<file path="src/rtl/sdi_ser_pkg.sv">
package sdi_ser_pkg;
  localparam int WORD_W  = 10;
  localparam int SCR_LEN = 9;
  localparam int SCR_TAP = 4;
  localparam logic MUTE_LEVEL = 1'b0;
endpackage

</file>
<file path="src/rtl/sdi_word_shifter.sv">
module sdi_word_shifter #(
  parameter int W = 10
) (
  input  logic         clk,
  input  logic         rst,
  input  logic [W-1:0] word_i,
  output logic         load_o,
  output logic         bit_o
);
  localparam int CW = (W > 1) ? $clog2(W) : 1;
  localparam logic [CW-1:0] LAST = CW'(W - 1);

  logic [CW-1:0] cnt_q;
  logic [W-1:0]  shr_q;

  assign load_o = (cnt_q == LAST);
  assign bit_o  = shr_q[0];

  always_ff @(posedge clk) begin
    if (rst) begin
      cnt_q <= '0;
      shr_q <= '0;
    end else if (load_o) begin
      cnt_q <= '0;
      shr_q <= word_i;
    end else begin
      cnt_q <= cnt_q + 1'b1;
      shr_q <= {1'b0, shr_q[W-1:1]};
    end
  end
endmodule

</file>
<file path="src/rtl/sdi_self_sync_scrambler.sv">
module sdi_self_sync_scrambler #(
  parameter int LEN = 9,
  parameter int TAP = 4
) (
  input  logic           clk,
  input  logic           rst,
  input  logic           d_i,
  output logic           s_o,
  output logic [LEN-1:0] hist_o
);
  logic [LEN-1:0] hist_q;

  assign s_o    = d_i ^ hist_q[TAP-1] ^ hist_q[LEN-1];
  assign hist_o = hist_q;

  always_ff @(posedge clk) begin
    if (rst) hist_q <= '0;
    else     hist_q <= {hist_q[LEN-2:0], s_o};
  end
endmodule

</file>
<file path="src/rtl/sdi_line_coder.sv">
module sdi_line_coder #(
  parameter logic MUTE = 1'b0
) (
  input  logic clk,
  input  logic rst,
  input  logic raw_i,
  input  logic scr_i,
  input  logic bypass_i,
  input  logic lock_i,
  output logic sd_o
);
  logic nrzi_q;
  logic nrzi_next;
  logic out_q;

  assign nrzi_next = nrzi_q ^ scr_i;
  assign sd_o      = out_q;

  always_ff @(posedge clk) begin
    if (rst) begin
      nrzi_q <= 1'b0;
      out_q  <= MUTE;
    end else if (!lock_i) begin
      out_q  <= MUTE;
    end else if (bypass_i) begin
      out_q  <= raw_i;
    end else begin
      nrzi_q <= nrzi_next;
      out_q  <= nrzi_next;
    end
  end
endmodule

</file>
<file path="src/rtl/sdi_serializer.sv">
module sdi_serializer
  import sdi_ser_pkg::*;
#(
  parameter int   W      = WORD_W,
  parameter int   LEN    = SCR_LEN,
  parameter int   TAP    = SCR_TAP,
  parameter logic MUTE   = MUTE_LEVEL
) (
  input  logic         clk,
  input  logic         rst,
  input  logic [W-1:0] par_data,
  input  logic         bypass,
  input  logic         lock,
  output logic         word_strobe,
  output logic         sd_p,
  output logic         sd_n
);
  logic           bit_w;
  logic           scr_w;
  logic [LEN-1:0] hist_w;
  logic           line_w;

  sdi_word_shifter #(.W(W)) u_shift (
    .clk(clk), .rst(rst), .word_i(par_data),
    .load_o(word_strobe), .bit_o(bit_w)
  );

  sdi_self_sync_scrambler #(.LEN(LEN), .TAP(TAP)) u_scr (
    .clk(clk), .rst(rst), .d_i(bit_w), .s_o(scr_w), .hist_o(hist_w)
  );

  sdi_line_coder #(.MUTE(MUTE)) u_line (
    .clk(clk), .rst(rst), .raw_i(bit_w), .scr_i(scr_w),
    .bypass_i(bypass), .lock_i(lock), .sd_o(line_w)
  );

  assign sd_p = line_w;
  assign sd_n = ~line_w;
endmodule

</file>
<file path="config.mk">
export PLATFORM = sky130hd
export DESIGN_NAME = sdi_serializer
export DESIGN_NICKNAME = d
export VERILOG_FILES = /design/src/rtl/sdi_ser_pkg.sv /design/src/rtl/sdi_word_shifter.sv /design/src/rtl/sdi_self_sync_scrambler.sv /design/src/rtl/sdi_line_coder.sv /design/src/rtl/sdi_serializer.sv
export SDC_FILE = /design/constraint.sdc
export NUM_CORES = 1
export LEC_CHECK = 0
export BUFFER_PORTS_ARGS = -buffer_cell sky130_fd_sc_hd__buf_2
export CAP_MARGIN = 20
export CORE_AREA = 10 10 54 60
export DETAILED_ROUTE_END_ITERATION = 10
export DIE_AREA = 0 0 64 70
export PLACE_DENSITY = 0.63
export SLEW_MARGIN = 40
export SYNTH_ARGS = -nofsm -noshare
export SYNTH_HDL_FRONTEND = slang
export SYNTH_SLANG_ARGS = --single-unit
</file>
<file path="constraint.sdc">
create_clock -name clk -period 1.3 [get_ports clk]
set_input_delay 0 -clock clk [delete_from_list [all_inputs] [get_ports clk]]
set_output_delay 0 -clock clk [all_outputs]
set_load 0.005 [all_outputs]
</file>
Word level (Yosys, flattened, before mapping)
Cells that the tools add are included.
{"block": "totals", "reg_bits": 25, "out_inout_bits": 3, "word_cells": 21}
{"block": "op_classes", "add_sub_neg": 1, "n_eq_ne": 1, "muxes": 2, "bitwise_logic": 7, "n_reduce_logical": 4}
{"op": "$mux W9", "count": 1}
{"op": "$reduce_or A2 Y1", "count": 3}
{"op": "$add A4 B1 Y4 const B", "count": 1}
{"op": "$eq A4 B4 Y1 const B", "count": 1}
{"op": "$not A1 Y1", "count": 4}
{"op": "$xor A1 B1 Y1", "count": 3}
{"op": "$reduce_and A2 Y1", "count": 1}
{"op": "$mux W1", "count": 1}

Longest topological paths before layout
{"block": "depth", "ltp_word": 4, "mapped_depth": 7, "mapped_depth_nobuf": 6}

Hierarchy
Synthesis repeated with hierarchy kept, for this count alone.
{"block": "unflattened", "cells_unflattened": 94, "hier_area_um2": 954.7}
{"mod": "sdi_word_shifter", "n_inst": 1, "cells_per_inst": 62, "area_each_um2": 578.1, "seq_area_each_um2": 280.3}
{"mod": "sdi_self_sync_scrambler", "n_inst": 1, "cells_per_inst": 21, "area_each_um2": 267.8, "seq_area_each_um2": 180.2}
{"mod": "sdi_line_coder", "n_inst": 1, "cells_per_inst": 10, "area_each_um2": 105.1, "seq_area_each_um2": 40.0}
{"mod": "sdi_serializer", "n_inst": 1, "cells_per_inst": 1, "area_each_um2": 3.8, "seq_area_each_um2": 0.0}

Worst setup path after synthesis
OpenSTA, ideal clock, no wires.
{"block": "synth_timing", "kind": "register to register", "startpoint": "register u_shift.cnt_q[0]", "endpoint": "register u_shift.shr_q[0]", "t_arrival_ps": 1236, "path_slack_ps": -7, "stages_incl_launch_ff": 7, "n_path_buf": 1, "cell_sequence": "dfxtp_1 > ha_1 > nand3b_1 > inv_2 > buf_2 > nand2_1 > a21oi_1"}
{"block": "synth_via", "elab_chain_cells": 2}
{"item": "from (decl)", "line_no": "sdi_word_shifter.sv:13", "source": "logic [CW-1:0] cnt_q;"}
{"item": "from (signal assigned)", "line_no": "sdi_word_shifter.sv:27", "source": "cnt_q <= cnt_q + 1'b1;"}
{"item": "$eq A4 B4 Y1", "line_no": "sdi_word_shifter.sv:16", "source": "assign load_o = (cnt_q == LAST);"}
{"item": "net word_strobe", "line_no": "sdi_serializer.sv:14", "source": "output logic word_strobe,"}
{"item": "$mux W9", "line_no": "sdi_word_shifter.sv:23", "source": "end else if (load_o) begin"}
{"item": "to (signal assigned)", "line_no": "sdi_word_shifter.sv:25", "source": "shr_q <= word_i;"}
{"item": "to (signal assigned)", "line_no": "sdi_word_shifter.sv:28", "source": "shr_q <= {1'b0, shr_q[W-1:1]};"}
{"item": "to (decl)", "line_no": "sdi_word_shifter.sv:14", "source": "logic [W-1:0] shr_q;"}
The timed path passes the listed nets, and every way through them passes these cells.
A chain may end at the register's enable or synchronous reset.

Worst setup path after layout
{"block": "layout_timing", "startpoint": "register u_scr.hist_q[3] (netlist: u_scr.hist_o[3])", "endpoint": "register u_line.nrzi_q"}
{"block": "layout_via", "elab_chain_cells": 3}
{"item": "from (decl)", "line_no": "sdi_self_sync_scrambler.sv:11", "source": "logic [LEN-1:0] hist_q;"}
{"item": "from (signal assigned)", "line_no": "sdi_self_sync_scrambler.sv:18", "source": "else hist_q <= {hist_q[LEN-2:0], s_o};"}
{"item": "$xor A1 B1 Y1 (2 in a row)", "line_no": "sdi_self_sync_scrambler.sv:13", "source": "assign s_o = d_i ^ hist_q[TAP-1] ^ hist_q[LEN-1];"}
{"item": "$xor A1 B1 Y1", "line_no": "sdi_line_coder.sv:16", "source": "assign nrzi_next = nrzi_q ^ scr_i;"}
{"item": "to (signal assigned)", "line_no": "sdi_line_coder.sv:28", "source": "nrzi_q <= nrzi_next;"}
{"item": "to (decl)", "line_no": "sdi_line_coder.sv:12", "source": "logic nrzi_q;"}
No other way between the ends.

==> impl_results.md <==
- Clock transition at the registers of the reported paths: 0.12 ns
- Pleak: about 0.5 nW
- Biggest area consumer among synthesized cells: dfxtp_1
- Clock buffer depth: 2
- Drt via density: roughly 4.4
- Vias in the first global route: 668
- Clk_lat worst skew: 0.30 ns
- Starting Density: 41.3%
- TritonCTS Buffers: 3
- Worst-path cell chain: xnor3_1 -> buf_4 -> o21ai_0 -> a21oi_1
- Syn. warnings: 0
- Placed cells: 136
- Fillcell total: roughly 190
- Post-DP HPWL: 1.14 mm
- Fmax: about 770 MHz
- Setup crit start kind: register
- Met2 WL post-DR: around 890 um
- CP max stage cell: xnor3_1
- Initial antenna violation count: 0
- DRC Markers: 0
- Detail Route met3 WL: a little under 70 um
- DP Area: roughly 0.0010 mm^2
- Tcrit/Tclk final: 100%
- Post-route insts no fill: ~160
- Htree depth: 1
- Final setup fails: 1
- Final max-slew violation count: 0
- Crit. End Element: register
- Chip height: approximately 70 um
- Min Tclk post-route: about 1.3 ns
- Slew @ Worst Pin: about 0.42 ns
- Worst Path Buf+Inv: 1
- DRT antenna net count: 0
- Class of the worst hold path: primary input to register
- 1st-iter DRT viols: 29
- Worst Clk Skew: between 0.001 and 0.0015 ns
- Netlist cell types: 23
- Post-route cell area: 0.00124 mm^2
- Failing checks: setup timing
- Worst IR Drop VDD: 0.661 mV
- WP data required: ~1.5 ns
- Port buffer count: 16
- Nets: about 150
- Total GRT Usage: 8.15%
- Via Count: 700
- Cell Area, Synth: 885 um^2
- #FFs+latches synth: 25
- Crit-path leading delay family: XOR/XNOR gates
- Largest net degree at the start of global routing: 25
- Die W: about 64 um
- Drt wl/cell: between 10 and 15 um
- Metal-1 WL: around 860 um
- Seq/Total Area, Yosys: 56.6%
- Core ar.: 0.00214 mm^2
- I/O Pins: 17
- Syn_nets: 107
- Arr. time, crit path: around 1.5 ns
- Syn-to-layout area delta: 39.9%
- Slowest stage delay, CP: approximately 0.4 ns
- Top cell type's share of synthesized area: 56.6%
- Fraction of layout cells with a size suffix above 1: between 30 and 40%
- # rows: 18
- First-pass GRT wire length: roughly 3.0 mm
- Final Hold Viols: 0
- Area of the die: 0.00448 mm^2
- Most frequent cells in the layout: nand2_1 (19), dfxtp_1 (19), buf_2 (16)
- Critical path class: register to register
- Worst setup margin: -0.00308 ns
- Syn avg cell area: 9.72 um^2
- Num Clock Sinks: 25
- Status: finished, violations left
- Number of max-cap violations: 0
- Largest cells by area after synthesis: dfxtp_1 (57%), nand2_1 (8.1%), a21oi_1 (6.8%)
- CTS tree: built
- Critical path fanouts, max: 3
- Routability cong.: 0.712
- Gr ovfl total: 0
- P per Cell Area: between 900 and 1000 mW/mm^2
- Antenna cells: 0
- CTS root buffer: clkbuf_4
- Slew headroom: between 70 and 80%
- Top sig layer: met4
- Routed WL: 1.86 mm
- Cells after synthesis: 91
- First-pass DRT Iterations: 4
- Final core utilization: 57.8%
## sequential cells by signal, indices dropped and copies added (netlist names)
name / count
u_line.nrzi_q: 1
u_line.sd_o: 1
u_scr.hist_o: 9
u_shift.cnt_q: 4
u_shift.shr_q: 10
## Yosys cell counts
master / number
dfxtp_1: 25
nand2_1: 19
a21oi_1: 12
nor2b_1: 7
inv_1: 3
nor3_1: 3
clkbuf_1: 2
ha_1: 2
o21ai_0: 2
or3_1: 2
xnor3_1: 2
a21boi_0: 1
and3_1: 1
and3b_1: 1
buf_2: 1
inv_2: 1
nand2b_2: 1
nand3b_1: 1
nor2_1: 1
nor2b_2: 1
o21ai_1: 1
or3b_1: 1
xnor2_1: 1
## cell families (layout without fill, tap and decap cells)
family | count (synthesis) | count (layout) | share of synthesized area [%]
flip-flops | 25 | 25 | 56.6
AO/OA/AOI/OAI | 16 | 16 | 9.34
XOR/XNOR | 3 | 3 | 6.08
buffers and inverters | 7 | 45 | 3.11
adder cells (fa/ha/maj) | 2 | 2 | 2.83
AND/OR/NAND/NOR | 38 | 38 | 22.1
## final timing paths
| check | start | to | slack, ns | cells past startpoint |
|---|---|---|---|---|
| worst max-delay path | u_scr.hist_o[3] | u_line.nrzi_q | -0.003 | 4 |
| worst min-delay path | rst | u_scr.hist_o[2] | 0.10 | 2 |
| worst max register to register | u_scr.hist_o[3] | u_line.nrzi_q | -0.003 | 4 |
| worst min register to register | u_scr.hist_o[2] | u_scr.hist_o[3] | 0.45 | 1 |
## per-stage QoR
stage	hold slack, ns	TNS [ns]	total power (W)	worst slack, ns
after floorplan	0.0716	0	0.000826	0.0258
after global placement	0.240	0	0.000852	0.0379
after detailed placement	0.242	-0.0155	0.000855	-0.0155
after CTS	0.0941	0	0.00121	0.00446
after global routing	0.115	-0.101	0.00127	-0.0743
final	0.104	-0.00308	0.00121	-0.00308
## layer usage
layer  vias to the layer above  global-route usage [%]
li1                        371                       -
met5                         -                       0
met1                       313                    9.68
met4                         0                    4.38
met2                        12                    12.7
met3                         4                    2.39
## where the power goes
part | leakage (nW) | switching (W) | internal, W
clock | 0.0150 | 0.000207 | 0.000120
sequential | 0.205 | 0.00000797 | 0.000775
combinational | 0.278 | 0.0000389 | 0.0000611
## area by class of cell
cell class | count | area, um^2 | area share, %
multi-input combinational | 59 | 378 | 30.5
inverter | 4 | 17.5 | 1.42
clock buffer | 4 | 26.3 | 2.12
tap | 30 | 37.5 | 3.03
sequential | 25 | 510 | 41.3
timing repair buffer | 37 | 268 | 21.6
## what timing repair did
item                                   CTS  global route
resized for setup                        5             7
setup endpoints to repair                3            14
hold buffers                            12             0
buffers inserted                         2             5
endpoints found under the hold margin   11             0
pin swaps                                1             4
No activity file was read; power rests on OpenSTA's default activity.
